File: config.mk
export PLATFORM = sky130hd
export DESIGN_NAME = rcpu_core
export DESIGN_NICKNAME = d
export VERILOG_FILES = /design/src/rtl/rcpu_pkg.sv /design/src/rtl/rcpu_regfile.sv /design/src/rtl/rcpu_alu.sv /design/src/rtl/rcpu_fsm.sv /design/src/rtl/rcpu_core.sv
export SDC_FILE = /design/constraint.sdc
export NUM_CORES = 2
export LEC_CHECK = 0
export CORE_UTILIZATION = 50
export CTS_CLUSTER_DIAMETER = 200
export DETAILED_ROUTE_END_ITERATION = 16
export PLACE_DENSITY = 0.65
export SLEW_MARGIN = 20
export SYNTH_ARGS = -nofsm -noshare
export SYNTH_HDL_FRONTEND = slang
export SYNTH_HIERARCHICAL = 1
export SYNTH_SLANG_ARGS = --single-unit
File: constraint.sdc
create_clock -name clk -period 6.65 [get_ports clk]
set_clock_uncertainty 0.1 [all_clocks]
set_input_delay 1.33 -clock clk [delete_from_list [all_inputs] [get_ports clk]]
set_output_delay 1.33 -clock clk [all_outputs]
set_load 0.01 [all_outputs]
File: src/rtl/rcpu_pkg.sv
// Shared types and instruction encodings for the multicycle controller.
// Assumes the fixed 32-bit instruction layout: opcode 31:26, rs 25:21,
// rt 20:16, rd 15:11, function 10:0, immediate 15:0, target 25:0.
package rcpu_pkg;

    typedef enum logic [3:0] {
        ST_FETCH, ST_DECODE, ST_EXE_RR, ST_EXE_RI, ST_EXE_ADR,
        ST_MEM_CP, ST_MEM_LD, ST_MEM_ST, ST_WB, ST_BRANCH, ST_JUMP, ST_HALT
    } ctl_state_e;

    typedef enum logic [2:0] {
        ALU_ADD, ALU_SUB, ALU_AND, ALU_OR, ALU_XOR, ALU_SLT
    } alu_op_e;

    typedef enum logic [2:0] {
        CL_RR, CL_RI, CL_LD, CL_ST, CL_BR, CL_JMP, CL_STOP, CL_BAD
    } ins_class_e;

    localparam logic [5:0] OPC_REG  = 6'h00;
    localparam logic [5:0] OPC_JMP  = 6'h02;
    localparam logic [5:0] OPC_BEQZ = 6'h04;
    localparam logic [5:0] OPC_BNEZ = 6'h05;
    localparam logic [5:0] OPC_ADDI = 6'h08;
    localparam logic [5:0] OPC_SLTI = 6'h0A;
    localparam logic [5:0] OPC_ANDI = 6'h0C;
    localparam logic [5:0] OPC_ORI  = 6'h0D;
    localparam logic [5:0] OPC_XORI = 6'h0E;
    localparam logic [5:0] OPC_LW   = 6'h23;
    localparam logic [5:0] OPC_SW   = 6'h2B;
    localparam logic [5:0] OPC_STOP = 6'h3F;

    localparam logic [10:0] FN_ADD = 11'h020;
    localparam logic [10:0] FN_SUB = 11'h022;
    localparam logic [10:0] FN_AND = 11'h024;
    localparam logic [10:0] FN_OR  = 11'h025;
    localparam logic [10:0] FN_XOR = 11'h026;
    localparam logic [10:0] FN_SLT = 11'h02A;

    // Sorts an instruction into the class that picks its state path.
    function automatic ins_class_e classify(input logic [5:0] opc, input logic [10:0] fn);
        case (opc)
            OPC_REG: begin
                case (fn)
                    FN_ADD, FN_SUB, FN_AND, FN_OR, FN_XOR, FN_SLT: return CL_RR;
                    default: return CL_BAD;
                endcase
            end
            OPC_ADDI, OPC_SLTI, OPC_ANDI, OPC_ORI, OPC_XORI: return CL_RI;
            OPC_LW:               return CL_LD;
            OPC_SW:               return CL_ST;
            OPC_BEQZ, OPC_BNEZ:   return CL_BR;
            OPC_JMP:              return CL_JMP;
            OPC_STOP:             return CL_STOP;
            default:              return CL_BAD;
        endcase
    endfunction

    // Chooses the ALU operation from the opcode or the function field.
    function automatic alu_op_e alu_select(input logic [5:0] opc, input logic [10:0] fn);
        if (opc == OPC_REG) begin
            case (fn)
                FN_SUB:  return ALU_SUB;
                FN_AND:  return ALU_AND;
                FN_OR:   return ALU_OR;
                FN_XOR:  return ALU_XOR;
                FN_SLT:  return ALU_SLT;
                default: return ALU_ADD;
            endcase
        end
        case (opc)
            OPC_SLTI: return ALU_SLT;
            OPC_ANDI: return ALU_AND;
            OPC_ORI:  return ALU_OR;
            OPC_XORI: return ALU_XOR;
            default:  return ALU_ADD;
        endcase
    endfunction

endpackage

File: src/rtl/rcpu_regfile.sv
// General register file with NRP combinational read ports and one write port.
// Entry 0 reads as zero and ignores writes. Every entry clears on reset.
module rcpu_regfile #(
    parameter int XLEN = 32,
    parameter int NREG = 32,
    parameter int NRP  = 3
) (
    input  logic                          clk,
    input  logic                          rst_n,
    input  logic                          we,
    input  logic [$clog2(NREG)-1:0]       waddr,
    input  logic [XLEN-1:0]               wdata,
    input  logic [NRP-1:0][$clog2(NREG)-1:0] raddr,
    output logic [NRP-1:0][XLEN-1:0]      rdata
);
    localparam int AW = $clog2(NREG);

    logic [XLEN-1:0] regs [NREG];

    // Clear on reset; otherwise store the write value unless it targets entry 0.
    always_ff @(posedge clk) begin
        if (!rst_n) begin
            for (int i = 0; i < NREG; i++) regs[i] <= '0;
        end else if (we && waddr != AW'(0)) begin
            regs[waddr] <= wdata;
        end
    end

    // One read mux per port, entry 0 forced to zero.
    for (genvar p = 0; p < NRP; p++) begin : g_rd
        assign rdata[p] = (raddr[p] == AW'(0)) ? '0 : regs[raddr[p]];
    end
endmodule

File: src/rtl/rcpu_alu.sv
// Combinational ALU shared by the execute and address-calculation states.
module rcpu_alu
    import rcpu_pkg::*;
#(
    parameter int XLEN = 32
) (
    input  logic [XLEN-1:0] opa,
    input  logic [XLEN-1:0] opb,
    input  alu_op_e         op,
    output logic [XLEN-1:0] res
);
    // Select the result of the requested operation.
    always_comb begin
        case (op)
            ALU_SUB: res = opa - opb;
            ALU_AND: res = opa & opb;
            ALU_OR:  res = opa | opb;
            ALU_XOR: res = opa ^ opb;
            ALU_SLT: res = ($signed(opa) < $signed(opb)) ? XLEN'(1) : '0;
            default: res = opa + opb;
        endcase
    end
endmodule

File: src/rtl/rcpu_fsm.sv
// Control sequencer: shared fetch and decode, then a per-class state path.
// It assumes the instruction register is stable from decode until the next fetch.
module rcpu_fsm
    import rcpu_pkg::*;
(
    input  logic        clk,
    input  logic        rst_n,
    input  logic [5:0]  opc,
    input  logic [10:0] fn,
    output ctl_state_e  state,
    output logic        err
);
    ctl_state_e state_q, state_d;
    ins_class_e cls;
    logic       err_q;

    assign cls = classify(opc, fn);

    // Next-state selection for each control step.
    always_comb begin
        state_d = state_q;
        case (state_q)
            ST_FETCH:  state_d = ST_DECODE;
            ST_DECODE: begin
                case (cls)
                    CL_RR:         state_d = ST_EXE_RR;
                    CL_RI:         state_d = ST_EXE_RI;
                    CL_LD, CL_ST:  state_d = ST_EXE_ADR;
                    CL_BR:         state_d = ST_BRANCH;
                    CL_JMP:        state_d = ST_JUMP;
                    default:       state_d = ST_HALT;
                endcase
            end
            ST_EXE_RR, ST_EXE_RI: state_d = ST_MEM_CP;
            ST_EXE_ADR: state_d = (opc == OPC_SW) ? ST_MEM_ST : ST_MEM_LD;
            ST_MEM_CP, ST_MEM_LD: state_d = ST_WB;
            ST_WB, ST_MEM_ST, ST_BRANCH, ST_JUMP: state_d = ST_FETCH;
            default:   state_d = ST_HALT;
        endcase
    end

    // State register and the sticky error flag set by an unknown instruction.
    always_ff @(posedge clk) begin
        if (!rst_n) begin
            state_q <= ST_FETCH;
            err_q   <= 1'b0;
        end else begin
            state_q <= state_d;
            if (state_q == ST_DECODE && cls == CL_BAD) err_q <= 1'b1;
        end
    end

    assign state = state_q;
    assign err   = err_q;
endmodule

File: src/rtl/rcpu_core.sv
// Multicycle RISC core: a datapath of PC, IR, A, B, result and write-back
// registers sequenced by rcpu_fsm. It assumes a memory port whose read data
// is valid in the same cycle as the address. XLEN must be 32 for the fixed
// instruction layout.
module rcpu_core
    import rcpu_pkg::*;
#(
    parameter int XLEN = 32,
    parameter int NREG = 32
) (
    input  logic                    clk,
    input  logic                    rst_n,
    output logic [XLEN-1:0]         mem_addr,
    output logic                    mem_we,
    output logic [XLEN-1:0]         mem_wdata,
    input  logic [XLEN-1:0]         mem_rdata,
    input  logic [$clog2(NREG)-1:0] dbg_raddr,
    output logic [XLEN-1:0]         dbg_rdata,
    output logic [XLEN-1:0]         dbg_pc,
    output logic                    halted,
    output logic                    error
);
    localparam int AW = $clog2(NREG);
    localparam int NRP = 3;

    ctl_state_e      ctl_state;
    logic [XLEN-1:0] pc_q, ir_q, a_q, b_q, rslt_q, wb_q;
    logic [5:0]      f_opc;
    logic [AW-1:0]   f_rs, f_rt, f_rd;
    logic [10:0]     f_fn;
    logic [25:0]     f_tgt;
    logic [XLEN-1:0] imm_sx, alu_b, alu_y;
    alu_op_e         alu_op;
    logic            br_take, rf_we;
    logic [AW-1:0]   rf_waddr;
    logic [NRP-1:0][AW-1:0]   rf_raddr;
    logic [NRP-1:0][XLEN-1:0] rf_rdata;

    assign f_opc  = ir_q[31:26];
    assign f_rs   = ir_q[25:21];
    assign f_rt   = ir_q[20:16];
    assign f_rd   = ir_q[15:11];
    assign f_fn   = ir_q[10:0];
    assign f_tgt  = ir_q[25:0];
    assign imm_sx = {{(XLEN-16){ir_q[15]}}, ir_q[15:0]};

    rcpu_fsm u_fsm (
        .clk   (clk),
        .rst_n (rst_n),
        .opc   (f_opc),
        .fn    (f_fn),
        .state (ctl_state),
        .err   (error)
    );

    assign rf_raddr = {dbg_raddr, f_rt, f_rs};
    assign rf_we    = (ctl_state == ST_WB);
    assign rf_waddr = (f_opc == OPC_REG) ? f_rd : f_rt;

    rcpu_regfile #(.XLEN(XLEN), .NREG(NREG), .NRP(NRP)) u_rf (
        .clk   (clk),
        .rst_n (rst_n),
        .we    (rf_we),
        .waddr (rf_waddr),
        .wdata (wb_q),
        .raddr (rf_raddr),
        .rdata (rf_rdata)
    );

    assign alu_b  = (ctl_state == ST_EXE_RR) ? b_q : imm_sx;
    assign alu_op = (ctl_state == ST_EXE_ADR) ? ALU_ADD : alu_select(f_opc, f_fn);

    rcpu_alu #(.XLEN(XLEN)) u_alu (
        .opa (a_q),
        .opb (alu_b),
        .op  (alu_op),
        .res (alu_y)
    );

    assign br_take = (f_opc == OPC_BEQZ) ? (a_q == '0) : (a_q != '0);

    // Register transfers performed in each control state.
    always_ff @(posedge clk) begin
        if (!rst_n) begin
            pc_q   <= '0;
            ir_q   <= '0;
            a_q    <= '0;
            b_q    <= '0;
            rslt_q <= '0;
            wb_q   <= '0;
        end else begin
            case (ctl_state)
                ST_FETCH: begin
                    ir_q <= mem_rdata;
                    pc_q <= pc_q + XLEN'(4);
                end
                ST_DECODE: begin
                    a_q <= rf_rdata[0];
                    b_q <= rf_rdata[1];
                end
                ST_EXE_RR, ST_EXE_RI, ST_EXE_ADR: rslt_q <= alu_y;
                ST_MEM_CP: wb_q <= rslt_q;
                ST_MEM_LD: wb_q <= mem_rdata;
                ST_BRANCH: if (br_take) pc_q <= pc_q + (imm_sx << 2);
                ST_JUMP:   pc_q <= {pc_q[XLEN-1:28], f_tgt, 2'b00};
                default: ;
            endcase
        end
    end

    assign mem_addr  = (ctl_state == ST_FETCH) ? pc_q : rslt_q;
    assign mem_we    = (ctl_state == ST_MEM_ST);
    assign mem_wdata = b_q;
    assign dbg_rdata = rf_rdata[2];
    assign dbg_pc    = pc_q;
    assign halted    = (ctl_state == ST_HALT);
endmodule

Yosys cells after proc, flatten, opt, wreduce, memory -nomap -nowiden
Memories as Yosys holds them, arrays and structs flattened. A register that Yosys moved wholly into a read port is not among the register bits.
Index checks and enable logic that the tools add are counted.
- register bits after elaboration: 197
- latch bits: 0
- bits in writable memories: 1024
- ROM bits: 0
- output and inout bits: 131
- word-level logic and storage cells: 118
- memories kept: 1
- memories (name ; words ; width ; read ports ; clocked after memory_dff ; wr ports ; RTL line ; RTL):
    u_rf.regs ; 32 ; 32 ; 3 ; 2 ; 32 ; rcpu_regfile.sv:18 ; logic [XLEN-1:0] regs [NREG];
- add/sub/neg operators: 4
- multipliers: 0
- div/mod/pow operators: 0
- order comparisons: 1
- equality and inequality tests: 40
- shift-type cells: 0
- multiplexer cells: 34
- bitwise logic cells: 4
- reduce and logical (&&, ||, !) cells: 25
- operators with widths (operator ; number):
    $mux W32 ; 7
    $pmux W32 S5 ; 1
    $pmux W32 S3 ; 1
    $eq A11 B6 Y1 const B ; 6
    $add A32 B32 Y32 ; 2
    $pmux W32 S2 ; 1
    $add A32 B3 Y32 const B ; 1
    $and A32 B32 Y32 ; 1
    $logic_not A32 Y1 ; 1
    $lt A32 B32 Y1 ; 1
    $or A32 B32 Y32 ; 1
    $reduce_bool A32 Y1 ; 1
    $reduce_or A32 Y1 ; 1
    $sub A32 B32 Y32 ; 1
    $xor A32 B32 Y32 ; 1
    $eq A6 B4 Y1 const B ; 5
    $mux W5 ; 6
    $pmux W4 S6 ; 1
    $pmux W3 S7 ; 1
    $pmux W4 S5 ; 1
    $eq A6 B6 Y1 const B ; 3
    $eq A4 B3 Y1 const B ; 4
    $eq A4 B4 Y1 const B ; 4
    $eq A3 B3 Y1 const B ; 5
    27 further kinds ; 51

Depth between registers and ports, before layout
- depth in word-level cells: 9
- gate-level depth with buffers: 21

Hierarchy
The synthesis kept the hierarchy.
- modules (own cells, without submodules) (module ; instances ; cells an instance ; area each (µm²) ; sequential area each (µm²)):
    rcpu_regfile ; 1 ; 4328 ; 62563.8 ; 30749.5
    rcpu_core ; 1 ; 1260 ; 9580.4 ; 3803.6
    rcpu_alu ; 1 ; 845 ; 5561.6 ; 0.0
    rcpu_fsm ; 1 ; 67 ; 461.7 ; 100.1

Worst setup path before layout
No wires, ideal clock.
- path type: input to register
- start point: input rst_n
- end point: memory u_rf.regs[28][0], enable pin
- arrival time: 4.491 ns
- path slack: 1.593 ns
- stages on the path: 5
- path buffers: 2
- cell sequence: clkbuf_1 -> nand2_1 -> or3_1 -> clkbuf_1 -> o21ai_0
- RTL lines (item ; RTL line ; RTL):
    start: declaration ; rcpu_core.sv:12 ; input logic rst_n,
    end: declaration ; rcpu_regfile.sv:18 ;

Worst setup path after layout
- start point: input dbg_raddr[2]
- end point: output dbg_rdata[19]
- longest elaborated chain between the ends: 2
- elaborated cells on any way between the ends: 3
- classes of those cells: 1 x mux; 1 x reduce/logical; 1 x memory
- ends and longest elaborated chain (item ; RTL line ; RTL):
    start: declaration ; rcpu_core.sv:17 ; input logic [$clog2(NREG)-1:0] dbg_raddr,
    $mem_v2 Z32 W32 or $logic_not A5 Y1 (tied branches) ; -- ;
    $mux W32 * ; rcpu_regfile.sv:31 ; assign rdata[p] = (raddr[p] == AW'(0)) ? '0 : regs[raddr[p]];
    end: declaration ; rcpu_core.sv:18 ; output logic [XLEN-1:0] dbg_rdata,
Mark *: on every way between the ends. The rest lies on a longest branch, timed or not.

==> summary.txt <==
Status
  – Status: finished with violations
  – Failing checks: negative setup slack

Yosys
  – Synth warnings: 6
  – Register area share after synthesis: 0.443
  – Mapped Area: 78200 sq um
  – Post-synth cell types: 110
  – Top_reg_cell synth: edfxtp_1
  – Synth area leader: edfxtp_1
  – Number of synthesized flops with an enable pin: 1024
  – Ys async rst share: 0
  – Mapped Cells: 6500
  – Ranking of synthesized cells by area: edfxtp_1 (39%), mux4_2 (18%), and2_1 (8.3%), mux2i_1 (5.6%), dfxtp_1 (5.0%)
  – Top cell type's share of synthesized area: 0.393
  – Avg Inst Size Synth: 12.0 sq um
  – Number of synthesized register bits: 1219

Clocking
  – CTS Hold Bufs: 0
  – Clock buffer depth: 3
  – Clock latency on the worst-skew pair: 810 ps
  – Post-CTS setup buffer count: 0
  – H-Tree Depth: 4
  – Clock-pin slew on the worst setup and hold paths: 60 ps
  – PostCTS Resize Cnt: 0
  – TritonCTS clock tree: yes
  – CTS Sinks: 1219
  – TritonCTS Buffers: 139
  – Clock root buffer: clkbuf_16

Job
  – MaxCap Viol Count: 0

GRT
  – Vias in the first global route: 58942
  – Largest net degree at the start of global routing: 113
  – First-pass GRT wire length: 452000 microns
  – GR Overflow Total: 0
  – GRT Util Overall: 0.407
  – Initial antenna violation count: 29

Worst hold path
  – Hold Crit Start: wb_q[18]
  – Hold endpoint: wb_q[18]
  – Hold path cells: 2
  – Hold Crit Class: reg -> reg

Placement
  – Placer Congestion: 0.990
  – DP HPWL: 208000 microns
  – # port buffers: 167

Power
  – Power, Total: 0.0349 W
  – Maximum VDD drop: 375 uV
  – Psw: 0.0154 W
  – Leak: 30.6 nW
  – Seq pwr share: 0.294
  – Clock power share: 0.222
  – Int Pwr: 0.0195 W
  – Switch share: 0.440
  – Power density of the placed cells: 399 nW/um^2
  – Gate power share: 0.483

Worst setup path
  – Worst Reg-to-Reg Cells: 19
  – Worst Path Max Fanout: 45
  – CP Launch Type: input port
  – Arrival time of the worst setup path: 5260 ps
  – Flop2flop setup slack: 1060 ps
  – Critical path class: in -> out
  – Cell chain of the critical path: buf_6 -> buf_4 -> nor2b_4 -> buf_12 -> a2111oi_0 -> buf_4 -> a311oi_1 -> buf_4 -> clkdlybuf4s50_1
  – CP peak stage delay: 750 ps
  – Critical Path End Type: output pin
  – Slowest-stage cell, CP: nor2b_4
  – Crit Reg-Reg Startpoint: u_fsm/state[0]
  – FF-to-FF End: rslt_q[0]
  – Cell mode on critical path: buf_4
  – Critical Path RT: 5220 ps
  – Top Family by Delay on Critical Path: buffers and inverters
  – CP bufs+invs: 6

Floorplan
  – Die area: 158000 sq um
  – Initial core utilization: 0.506
  – Boundary pin count: 170
  – Die Ht: 397 microns
  – Site Rows: 144
  – Core Box Area: 155000 sq um
  – Die width: 397 microns

Final layout
  – Nets@finish: 6615
  – Area Overhead vs Synth: 11.9%
  – Layout cells sized above 1: 0.205
  – Final core occ: 0.566

Routing
  – Drt drc: 0
  – Drt pass-1 iters: 9
  – WL final: 326000 microns
  – Antenna Nets Post-Route: 0
  – 1st-iter DRT viols: 10140
  – Routed wire per std cell: 37.8 microns
  – Drt via density: 7.22
  – Vias: 62321

STA
  – Period minus WS final: 6690 ps
  – Actual slew at the worst max-slew pin: 1280 ps
  – Fmax: 0.150 GHz
  – Final max-slew violation count: 0
  – Relative slew slack: 0.145
  – Unrepaired setup endpoints after global routing: false
  – Period utilisation layout: 1.01
  – Final WS setup: -38.7 ps
  – Final hold viol count: 0
  – Finish-stage setup viols: 1
## cells in the mapped netlist, drive strengths merged (17+ instances only)
cell type	n
o32ai	19
a22oi	89
a21oi	288
dfxtp	195
o31ai	19
mux4	624
nor4	55
and2	1032
a211o	25
nand2	448
a21o	21
nor2	259
mux2	79
or3	17
o221ai	38
nor3	82
nor2b	73
ha	112
a221oi	34
inv	139
buf	200
xnor2	38
o22ai	79
o21ai	130
o211ai	23
nand3	36
clkbuf	442
a211oi	117
a2111oi	35
a22o	66
edfxtp	1024
nand2b	32
mux2i	438
## final cells by class
class / instances / area, sq um
diodes: 17 / 42.5
clock buffers: 174 / 3670
clock inverters: 77 / 788
fillers: 12748 / 67100
inverters: 142 / 538
multi-input cells: 4529 / 41100
flip-flops and latches: 1219 / 34700
well taps: 2044 / 2560
repair buffers: 430 / 4100
## power by group through the flow
stage	logic, W	registers [W]	clock network [W]
floorplan	0.0106	0.00951	0
global placement	0.0160	0.0103	0
detailed placement	0.0161	0.0104	0
CTS	0.0162	0.0102	0.00777
global route	0.0174	0.0103	0.00802
finish	0.0169	0.0103	0.00775
## worst max path at each step
stage / start / to / cells after the start / slack, ps
after floorplan: rst_n / u_rf/regs[28][0] / 5 / 1590
after global placement: dbg_raddr[3] / dbg_rdata[15] / 9 / -40
after detailed placement: dbg_raddr[2] / dbg_rdata[19] / 9 / 90
after CTS: dbg_raddr[2] / dbg_rdata[19] / 9 / 100
after global routing: dbg_raddr[2] / dbg_rdata[19] / 9 / 90
final: dbg_raddr[2] / dbg_rdata[19] / 9 / -40
## worst register-to-register path: stages (launching register included)
cell and delay (ps):
dfxtp_1 620, nand2b_1 390, nor3_2 60, buf_4 240, nand2b_1 350, buf_4 300
nand2_1 110, inv_1 70, ha_1 550, inv_1 110, a21oi_1 370, a21oi_1 120
nor3_1 260, a32oi_2 230, a221oi_4 460, o21ai_1 130, nor2b_1 150, o41ai_1 630
mux2i_1 160, nor2_1 110
## cells in the final DEF (no fill, tap or decap), drive strengths merged, types with 19 or more instances in the layout
cell	instances
a2111oi	35
nand2b	32
xnor2	38
a21oi	288
nor2	259
nand2	448
nor2b	73
clkdlybuf4s50	162
a22oi	89
o211ai	23
edfxtp	1024
o221ai	38
mux2	79
inv	148
clkbuf	174
a211oi	117
a211o	25
a221oi	34
o22ai	79
dfxtp	195
mux4	624
conb	34
and2	1032
a22o	66
nand3	36
o31ai	19
a21o	21
mux2i	438
o21ai	130
clkinv	56
ha	112
o32ai	19
buf	268
nor3	82
nor4	55
## per-layer routing
metal	share of wire	GRT usage	routed length [microns]
met3	0.15	0.144	48900
met2	0.42	0.581	137000
met1	0.35	0.518	113000
met5	0.00052	0	169
met4	0.081	0.280	26500
## cells by family after synthesis
kind of cell / Yosys count / synth area share
and+or+nand+nor: 2105 / 0.146
xor gates and xnor gates: 47 / 0.00527
other: 2 / 0.0000961
buffers and inverters: 784 / 0.0437
muxes: 1141 / 0.247
DFF: 1219 / 0.443
AOI/OAI and AO/OA: 1087 / 0.0959
adders and majority gates: 115 / 0.0187
## through the flow
stage	instance area [sq um]	TNS (ps)	std cells	hold WS, ps	setup WS [ps]
floorplan	78300	0	6532	343	1590
global placement	82900	-36.1	8362	394	-36.1
detailed placement	82900	0	8364	400	89.9
CTS	87400	0	8615	409	101
global route	87400	0	8619	426	90.8
finish	87500	-38.7	8632	408	-38.7
## registers in the layout, summed over array words and instances (netlist names)
| register | flops |
|---|---|
| u_rf/regs | 1024 |
| mem_wdata | 32 |
| a_q | 32 |
| ir_q | 32 |
| u_fsm/state | 4 |
| dbg_pc | 30 |
| wb_q | 32 |
| rslt_q | 32 |
| u_fsm/err | 1 |
No activity file was read; power rests on OpenSTA's default activity.
